==> src/rtl/dpm_pkg.sv <==
package dpm_pkg;

  localparam int WORD_W       = 32;
  localparam int WIN_W        = 12;   // mirror window is 2^12 bytes
  localparam int PHY_STAT_IDX = 4;    // controller bank word holding init-done
  localparam int CTL_STAT_IDX = 6;    // controller bank word holding active
  localparam logic [1:0] SIZE_WORD = 2'b10;

  typedef enum logic [1:0] {
    RG_COMMON = 2'd0,
    RG_CTRL   = 2'd1,
    RG_PHY    = 2'd2,
    RG_NONE   = 2'd3
  } dpm_region_e;

  typedef struct packed {
    logic [4:0] rows;       // configured row bits, 1..16
    logic [1:0] banks;      // bank bits, 2..3
    logic [4:0] page_log2;  // log2 of page bytes, 3..18
  } dpm_geom_t;

  function automatic dpm_geom_t decode_geom(logic [3:0] rows_f, logic bank_f,
                                            logic [3:0] page_f);
    dpm_geom_t g;
    g.rows      = {1'b0, rows_f} + 5'd1;
    g.banks     = {1'b0, bank_f} + 2'd2;
    g.page_log2 = {1'b0, page_f} + 5'd3;
    return g;
  endfunction

  // installed row bits, 0 when the size gives no usable answer
  function automatic int unsigned known_rows(int unsigned mib);
    for (int i = 8; i < 11; i++) begin
      if (mib == (32'd1 << i)) return i + 3;
    end
    return 0;
  endfunction

  function automatic logic size_legal(int unsigned mib);
    for (int i = 8; i < 12; i++) begin
      if (mib == (32'd1 << i)) return 1'b1;
    end
    return 1'b0;
  endfunction

  function automatic logic rows_fit(int unsigned mib, logic [4:0] rows);
    if (rows < 5'd3) return 1'b0;
    return mib == (32'd1 << (rows - 5'd3));
  endfunction

  function automatic logic [63:0] mirror_offset(int unsigned arows, dpm_geom_t g);
    int unsigned sh;
    sh = arows + int'(g.banks) + int'(g.page_log2);
    return 64'd1 << sh;
  endfunction

endpackage

==> src/rtl/dpm_reg_bank.sv <==
module dpm_reg_bank #(
  parameter int NREGS     = 16,
  parameter int IDX_W     = 10,
  parameter bit INIT_SIDE = 1'b0
) (
  input  logic                       clk,
  input  logic                       rst_n,
  input  logic                       wr_en,
  input  logic [IDX_W-1:0]           idx,
  input  logic [dpm_pkg::WORD_W-1:0] wdata,
  output logic [dpm_pkg::WORD_W-1:0] rdata,
  output logic                       in_range
);
  import dpm_pkg::*;

  localparam int SW = (NREGS > 1) ? $clog2(NREGS) : 1;

  logic [WORD_W-1:0] regs [NREGS];
  logic [SW-1:0]     slot;
  logic              init_pulse;

  assign slot     = idx[SW-1:0];
  assign in_range = (32'(idx) < NREGS);
  assign rdata    = in_range ? regs[slot] : '0;

  generate
    if (INIT_SIDE) begin : g_init
      assign init_pulse = wr_en && (idx == '0);

      // init write raises both status flags on the following edge
      a_r7_init_flags: assert property (@(posedge clk) disable iff (!rst_n)
        init_pulse |=> (regs[PHY_STAT_IDX][0] && regs[CTL_STAT_IDX][0]));
    end else begin : g_plain
      assign init_pulse = 1'b0;
    end
  endgenerate

  always_ff @(posedge clk) begin
    if (!rst_n) begin
      for (int i = 0; i < NREGS; i++) regs[i] <= '0;
    end else begin
      if (init_pulse) begin
        regs[PHY_STAT_IDX][0] <= 1'b1;
        regs[CTL_STAT_IDX][0] <= 1'b1;
      end
      if (wr_en && in_range) regs[slot] <= wdata;
    end
  end

endmodule

==> src/rtl/dpm_mirror_ctrl.sv <==
module dpm_mirror_ctrl #(
  parameter int                ADDR_W   = 32,
  parameter logic [ADDR_W-1:0] MEM_BASE = 32'h4000_0000,
  parameter int unsigned       MEM_MIB  = 256
) (
  input  logic              clk,
  input  logic              rst_n,
  input  logic              cr_wr,
  input  logic [3:0]        rows_f,
  input  logic              bank_f,
  input  logic [3:0]        page_f,
  output logic              mir_en,
  output logic [ADDR_W-1:0] mir_base
);
  import dpm_pkg::*;

  localparam int unsigned ACT_ROWS = known_rows(MEM_MIB);
  localparam logic [ADDR_W-1:0] RESET_BASE = MEM_BASE + ADDR_W'(32'h0010_0000);

  dpm_geom_t         geom;
  logic              rule_off;
  logic              rule_on;
  logic [63:0]       off64;
  logic [ADDR_W-1:0] new_base;

  assign geom     = decode_geom(rows_f, bank_f, page_f);
  assign rule_off = rows_fit(MEM_MIB, geom.rows);
  assign rule_on  = !rule_off && (ACT_ROWS != 0);
  assign off64    = mirror_offset(ACT_ROWS, geom);
  assign new_base = MEM_BASE + off64[ADDR_W-1:0];

  always_ff @(posedge clk) begin
    if (!rst_n) begin
      mir_en   <= 1'b0;
      mir_base <= RESET_BASE;
    end else if (cr_wr) begin
      if (rule_off) begin
        mir_en <= 1'b0;
      end else if (rule_on) begin
        mir_en   <= 1'b1;
        mir_base <= new_base;
      end
    end
  end

  // matching rows turn the mirror off
  a_r2_disable: assert property (@(posedge clk) disable iff (!rst_n)
    (cr_wr && rule_off) |=> !mir_en);

  // mismatched rows with known size turn it on at the computed base
  a_r3_enable: assert property (@(posedge clk) disable iff (!rst_n)
    (cr_wr && rule_on) |=> (mir_en && mir_base == $past(new_base)));

  // no accepted control write, no change
  a_r4_hold: assert property (@(posedge clk) disable iff (!rst_n)
    !cr_wr |=> ($stable(mir_en) && $stable(mir_base)));

endmodule

==> src/rtl/dpm_remap.sv <==
module dpm_remap #(
  parameter int                ADDR_W   = 32,
  parameter logic [ADDR_W-1:0] MEM_BASE = 32'h4000_0000
) (
  input  logic              clk,
  input  logic              rst_n,
  input  logic              mir_en,
  input  logic [ADDR_W-1:0] mir_base,
  input  logic [ADDR_W-1:0] acc_addr,
  output logic [ADDR_W-1:0] mem_addr
);
  import dpm_pkg::*;

  logic [ADDR_W-1:0] delta;
  logic              above;
  logic              hit;

  assign delta    = acc_addr - mir_base;
  assign above    = (acc_addr >= mir_base);
  assign hit      = mir_en && above && (delta[ADDR_W-1:WIN_W] == '0);
  assign mem_addr = hit ? (MEM_BASE | {{(ADDR_W-WIN_W){1'b0}}, acc_addr[WIN_W-1:0]})
                        : acc_addr;

  // a disabled mirror is transparent
  a_r6_passthru: assert property (@(posedge clk) disable iff (!rst_n)
    !mir_en |-> (mem_addr == acc_addr));

  // a redirected access lands in the base page
  a_r6_base_page: assert property (@(posedge clk) disable iff (!rst_n)
    (mem_addr != acc_addr) |-> (mem_addr[ADDR_W-1:WIN_W] == MEM_BASE[ADDR_W-1:WIN_W]));

endmodule

==> src/rtl/dram_probe_mirror.sv <==
module dram_probe_mirror #(
  parameter int                ADDR_W   = 32,
  parameter logic [ADDR_W-1:0] MEM_BASE = 32'h4000_0000,
  parameter int unsigned       MEM_MIB  = 256,
  parameter int                NREGS    = 16,
  parameter int                OFF_W    = 12
) (
  input  logic              clk,
  input  logic              rst_n,
  input  logic              bus_valid,
  input  logic              bus_write,
  input  logic [1:0]        bus_size,
  input  logic [OFF_W+1:0]  bus_addr,
  input  logic [31:0]       bus_wdata,
  output logic [31:0]       bus_rdata,
  input  logic [ADDR_W-1:0] acc_addr,
  output logic [ADDR_W-1:0] mem_addr
);
  import dpm_pkg::*;

  localparam int IDX_W  = OFF_W - 2;
  localparam int NBANKS = 3;

  generate
    if (!size_legal(MEM_MIB)) begin : g_bad_size
      $error("MEM_MIB must be a power of two between 256 and 2048");
    end
    if (MEM_BASE[WIN_W-1:0] != '0) begin : g_bad_base
      $error("MEM_BASE must be aligned to the mirror window");
    end
    if (NREGS <= CTL_STAT_IDX) begin : g_bad_nregs
      $error("NREGS too small for the status words");
    end
  endgenerate

  dpm_region_e        region;
  logic [IDX_W-1:0]   idx;
  logic               word_ok;
  logic               wr_any;
  logic               rd_go;
  logic [NBANKS-1:0]  wr_go;
  logic [NBANKS-1:0]  bank_ok;
  logic [31:0]        bank_rd [NBANKS];
  logic               cr_wr;
  logic               mir_en;
  logic [ADDR_W-1:0]  mir_base;
  logic               unused_lo;

  assign region    = dpm_region_e'(bus_addr[OFF_W+1:OFF_W]);
  assign idx       = bus_addr[OFF_W-1:2];
  assign unused_lo = ^bus_addr[1:0];
  assign word_ok   = (bus_size == SIZE_WORD);
  assign wr_any    = bus_valid && bus_write && word_ok;
  assign rd_go     = bus_valid && !bus_write && word_ok;

  generate
    for (genvar g = 0; g < NBANKS; g++) begin : g_bank
      assign wr_go[g] = wr_any && (region == dpm_region_e'(g));
      dpm_reg_bank #(
        .NREGS    (NREGS),
        .IDX_W    (IDX_W),
        .INIT_SIDE(g == 1)
      ) u_bank (
        .clk     (clk),
        .rst_n   (rst_n),
        .wr_en   (wr_go[g]),
        .idx     (idx),
        .wdata   (bus_wdata),
        .rdata   (bank_rd[g]),
        .in_range(bank_ok[g])
      );
    end
  endgenerate

  always_comb begin
    bus_rdata = '0;
    if (rd_go) begin
      case (region)
        RG_COMMON: bus_rdata = bank_ok[0] ? bank_rd[0] : '0;
        RG_CTRL:   bus_rdata = bank_ok[1] ? bank_rd[1] : '0;
        RG_PHY:    bus_rdata = bank_ok[2] ? bank_rd[2] : '0;
        default:   bus_rdata = '0;
      endcase
    end
  end

  assign cr_wr = wr_go[0] && bank_ok[0] && (idx == '0);

  dpm_mirror_ctrl #(
    .ADDR_W  (ADDR_W),
    .MEM_BASE(MEM_BASE),
    .MEM_MIB (MEM_MIB)
  ) u_ctrl (
    .clk     (clk),
    .rst_n   (rst_n),
    .cr_wr   (cr_wr),
    .rows_f  (bus_wdata[7:4]),
    .bank_f  (bus_wdata[2]),
    .page_f  (bus_wdata[11:8]),
    .mir_en  (mir_en),
    .mir_base(mir_base)
  );

  dpm_remap #(
    .ADDR_W  (ADDR_W),
    .MEM_BASE(MEM_BASE)
  ) u_remap (
    .clk     (clk),
    .rst_n   (rst_n),
    .mir_en  (mir_en),
    .mir_base(mir_base),
    .acc_addr(acc_addr),
    .mem_addr(mem_addr)
  );

  // narrow reads return zero
  a_r9_narrow_read: assert property (@(posedge clk) disable iff (!rst_n)
    (bus_valid && !bus_write && !word_ok) |-> (bus_rdata == '0));

  // the unused bank reads as zero
  a_r10_bank3_read: assert property (@(posedge clk) disable iff (!rst_n)
    (bus_valid && !bus_write && region == RG_NONE) |-> (bus_rdata == '0));

endmodule

==> config.mk <==
export PLATFORM = sky130hd
export DESIGN_NAME = dram_probe_mirror
export DESIGN_NICKNAME = d
export VERILOG_FILES = /design/src/rtl/dpm_pkg.sv /design/src/rtl/dpm_reg_bank.sv /design/src/rtl/dpm_mirror_ctrl.sv /design/src/rtl/dpm_remap.sv /design/src/rtl/dram_probe_mirror.sv
export SDC_FILE = /design/constraint.sdc
export NUM_CORES = 2
export LEC_CHECK = 0
export BUFFER_PORTS_ARGS = -buffer_cell sky130_fd_sc_hd__buf_2
export CORE_MARGIN = 10
export CORE_UTILIZATION = 45
export CTS_BUF_LIST = sky130_fd_sc_hd__clkbuf_4
export CTS_CLUSTER_DIAMETER = 30
export DETAILED_ROUTE_END_ITERATION = 7
export PLACE_DENSITY = 0.62
export SYNTH_ARGS = -nofsm -noshare
export SYNTH_HDL_FRONTEND = slang
export SYNTH_SLANG_ARGS = --single-unit
==> constraint.sdc <==
create_clock -name clk -period 10.52 [get_ports clk]
set_clock_uncertainty 0.05 [all_clocks]
set_input_delay 1.578 -clock clk [delete_from_list [all_inputs] [get_ports clk]]
set_output_delay 1.578 -clock clk [all_outputs]
set_load 0.01 [all_outputs]
==> impl_metrics.tcl <==
set metrics [dict create \
    ios 148 \
    status "complete, no violations" \
    netSwitchingFraction 0.238 \
    synth_ff_type "edfxtp_1" \
    grt_max_degree 138 \
    dr.pass1.iters 5 \
    path_delay_family "buffers and inverters" \
    cp-start-kind "primary input" \
    rsz0062_at_grt "false" \
    cap_violations 0 \
    vias 43500 \
    yosysTopAreaCellShare 0.627 \
    place_hpwl_mm 115 \
    p_int_mw 10.6 \
    nFillCells 13800 \
    cts_root_buffer "clkbuf_4" \
    wl_per_cell_um 27.7 \
    seqPwrFrac 0.519 \
    hold_violations 0 \
    grt_usage 0.229 \
    critPathKind "in2out" \
    cpPeakStageDelay_ns 0.67 \
    cts_tree "built" \
    drc 0 \
    synth_edf_count 1534 \
    hold_slack_ns 0.439 \
    nets 5118 \
    final_cell_mix "1534 x edfxtp_1, 1199 x and2_1, 635 x clkbuf_4, 480 x mux4_2, 338 x nor3_1" \
    ys_seq_area_frac 0.636 \
    worst_pin_slew_ns 1.12 \
    grt_pass1_wl_mm 304 \
    setup_viol 0 \
    wl_mm 208 \
    p_per_area_nw_per_um2 170 \
    cts_resized 0 \
    cts_htree_levels 5 \
    multi_input_area_um2 24900 \
    ir_drop_mv 0.130 \
    synth_top_area_cell "edfxtp_1" \
    clkSinkCount 1569 \
    die_w_um 424 \
    synth-async-reset-ratio 0 \
    antenna_found_initial 12 \
    combPwrFrac 0.080 \
    hp-class "reg2reg" \
    io_buffers 145 \
    ys_seq_elements 1569 \
    critPathMaxFanout 95 \
    synth.area.top_cells "edfxtp_1 63%, mux4_2 15%, and2_1 10%" \
    cts_setup_buffers 0 \
    synth.distinct_cells 70 \
    synth_nets 4931 \
    rows 148 \
    path_buf_inv 3 \
    yosysWarnings 0 \
    fp.coreArea_um2 163000 \
    slew_headroom 0.253 \
    timing.final.crit_share 0.661 \
    drt_iter0_drc 4729 \
    clkTransAtPathRegs_ns 0.07 \
    cts_buffers 439 \
    cp_data_required_time_ns 8.89 \
    fin_crit_ns 6.95 \
    ant_nets 0 \
    p_sw_mw 3.32 \
    postSynthAreaPerCell_um2 15.3 \
    final_common_cell "edfxtp_1" \
    grt-ovfl-total 0 \
    ctsHoldBuffers 0 \
    ff_latch_area_um2 46800 \
    area_growth_pct 11.4 \
    fp.dieH_um 424 \
    gp_congestion 0.846 \
    setup-tns-final_ns 0 \
    cp_data_arrival_time_ns 5.32 \
    clkPwrFrac 0.401 \
    path_cells "buf_8 > buf_4 > mux4_2 > mux4_2 > mux2i_1 > nor2_1 > a21oi_1 > nor2_1 > buf_2" \
    ctsLongestPathBuffers 4 \
    endpoint_kind "output port" \
    syn-cell-area_um2 73500 \
    syn_inst 4802 \
    drive_gt1_frac 0.291 \
    start_util 0.452 \
    crit_slowest_cell "buf_4" \
    grt_pass1_vias 45000 \
    max_freq_ghz 0.144 \
    die-area_um2 180000 \
    drv_slew 0 \
    leakagePower_nw 27.9 \
    vias_per_cell 5.81 \
    clk_latency_ns 1.33 \
]
==> metrics by stage <==
step	utilization	instance area (um2)	instances	setup WS, ns	total power, mW
floorplan	-	73500	4802	4.18	8.04
global placement	0.470	76300	6723	3.56	8.44
detailed placement	0.470	76300	6723	3.55	8.47
CTS	0.503	81900	7469	3.53	14.0
global route	0.504	81900	7479	3.33	14.4
finish	0.504	81900	7491	3.57	13.9
==> power groups by stage <==
stage | sequential [mW] | clock [mW] | combinational [mW]
finish | 7.22 | 5.57 | 1.11
global route | 7.24 | 6.00 | 1.17
CTS | 7.22 | 5.67 | 1.12
detailed placement | 7.35 | 0 | 1.12
global placement | 7.33 | 0 | 1.11
floorplan | 7.34 | 0 | 0.707
==> synthesized netlist by cell type, types with 3 or more instances <==
cell type / number
ha_1: 44
buf_2: 48
and3_1: 4
nand3_1: 14
or3_1: 4
nor3_4: 4
a21o_1: 13
dfxtp_1: 35
xnor2_1: 10
a211oi_1: 5
xor2_1: 5
nor2_1: 152
edfxtp_1: 1534
nor2_4: 18
buf_6: 30
clkbuf_2: 14
o21ai_0: 66
mux2i_1: 34
nand2b_1: 4
o21ai_1: 3
o221ai_1: 5
nor2b_1: 7
o21a_1: 8
a22oi_1: 31
nor2_8: 6
nor3_1: 338
buf_1: 23
mux4_2: 480
nand4_1: 13
and2_1: 1199
a21oi_1: 69
nand2_1: 53
buf_4: 18
clkbuf_1: 372
o211ai_1: 4
a31oi_1: 26
inv_1: 69
==> cell type report <==
type	count	area share
inverters	70	0.00321
diodes	22	0.000672
repair buffers	252	0.0202
clock inverters	111	0.00915
clock buffers	635	0.0582
well taps	2175	0.0332
flip-flops and latches	1569	0.571
multi-input cells	2657	0.304
==> worst reg2reg max path, delay by kind of cell (launching register included) <==
kind | cells | cell delay (ns)
flip-flops | 1 | 0.33
AO/OA/AOI/OAI | 1 | 0.16
AND/OR/NAND/NOR | 1 | 0.07
==> metal layers <==
metal  vias up  global-route usage  share of wire
met2      2082               0.367           0.48
met5         -                   0              0
li1      18600                   -              -
met3       394              0.0405          0.083
met1     22400               0.314           0.40
met4         0              0.0816          0.030
==> cells by family after synthesis <==
logic type               after synthesis  share of synthesized area
AND/OR/NAND/NOR                     1829                      0.146
flip-flops                          1569                      0.636
buffers and inverters                576                     0.0347
multiplexers                         515                      0.152
AO/OA/AOI/OAI                        253                     0.0216
adder cells (fa/ha/maj)               45                    0.00776
XOR/XNOR                              15                    0.00179
==> flip-flops by register name, summed over array words and instances (netlist names) <==
register and cells:
g_bank.u_bank.regs 1536, u_ctrl.mir_base 32, u_ctrl.mir_en 1
==> worst paths after layout <==
check / from / end / slack (ns) / depth (start not counted)
worst max register to register: u_ctrl.mir_base[19] / u_ctrl.mir_base[19] / 9.75 / 2
worst min register to register: u_ctrl.mir_en / u_ctrl.mir_en / 0.44 / 2
worst min-delay path: u_ctrl.mir_en / u_ctrl.mir_en / 0.44 / 2
worst max-delay path: bus_addr[3] / bus_rdata[2] / 3.57 / 9
(Power assumes the default switching activity.)
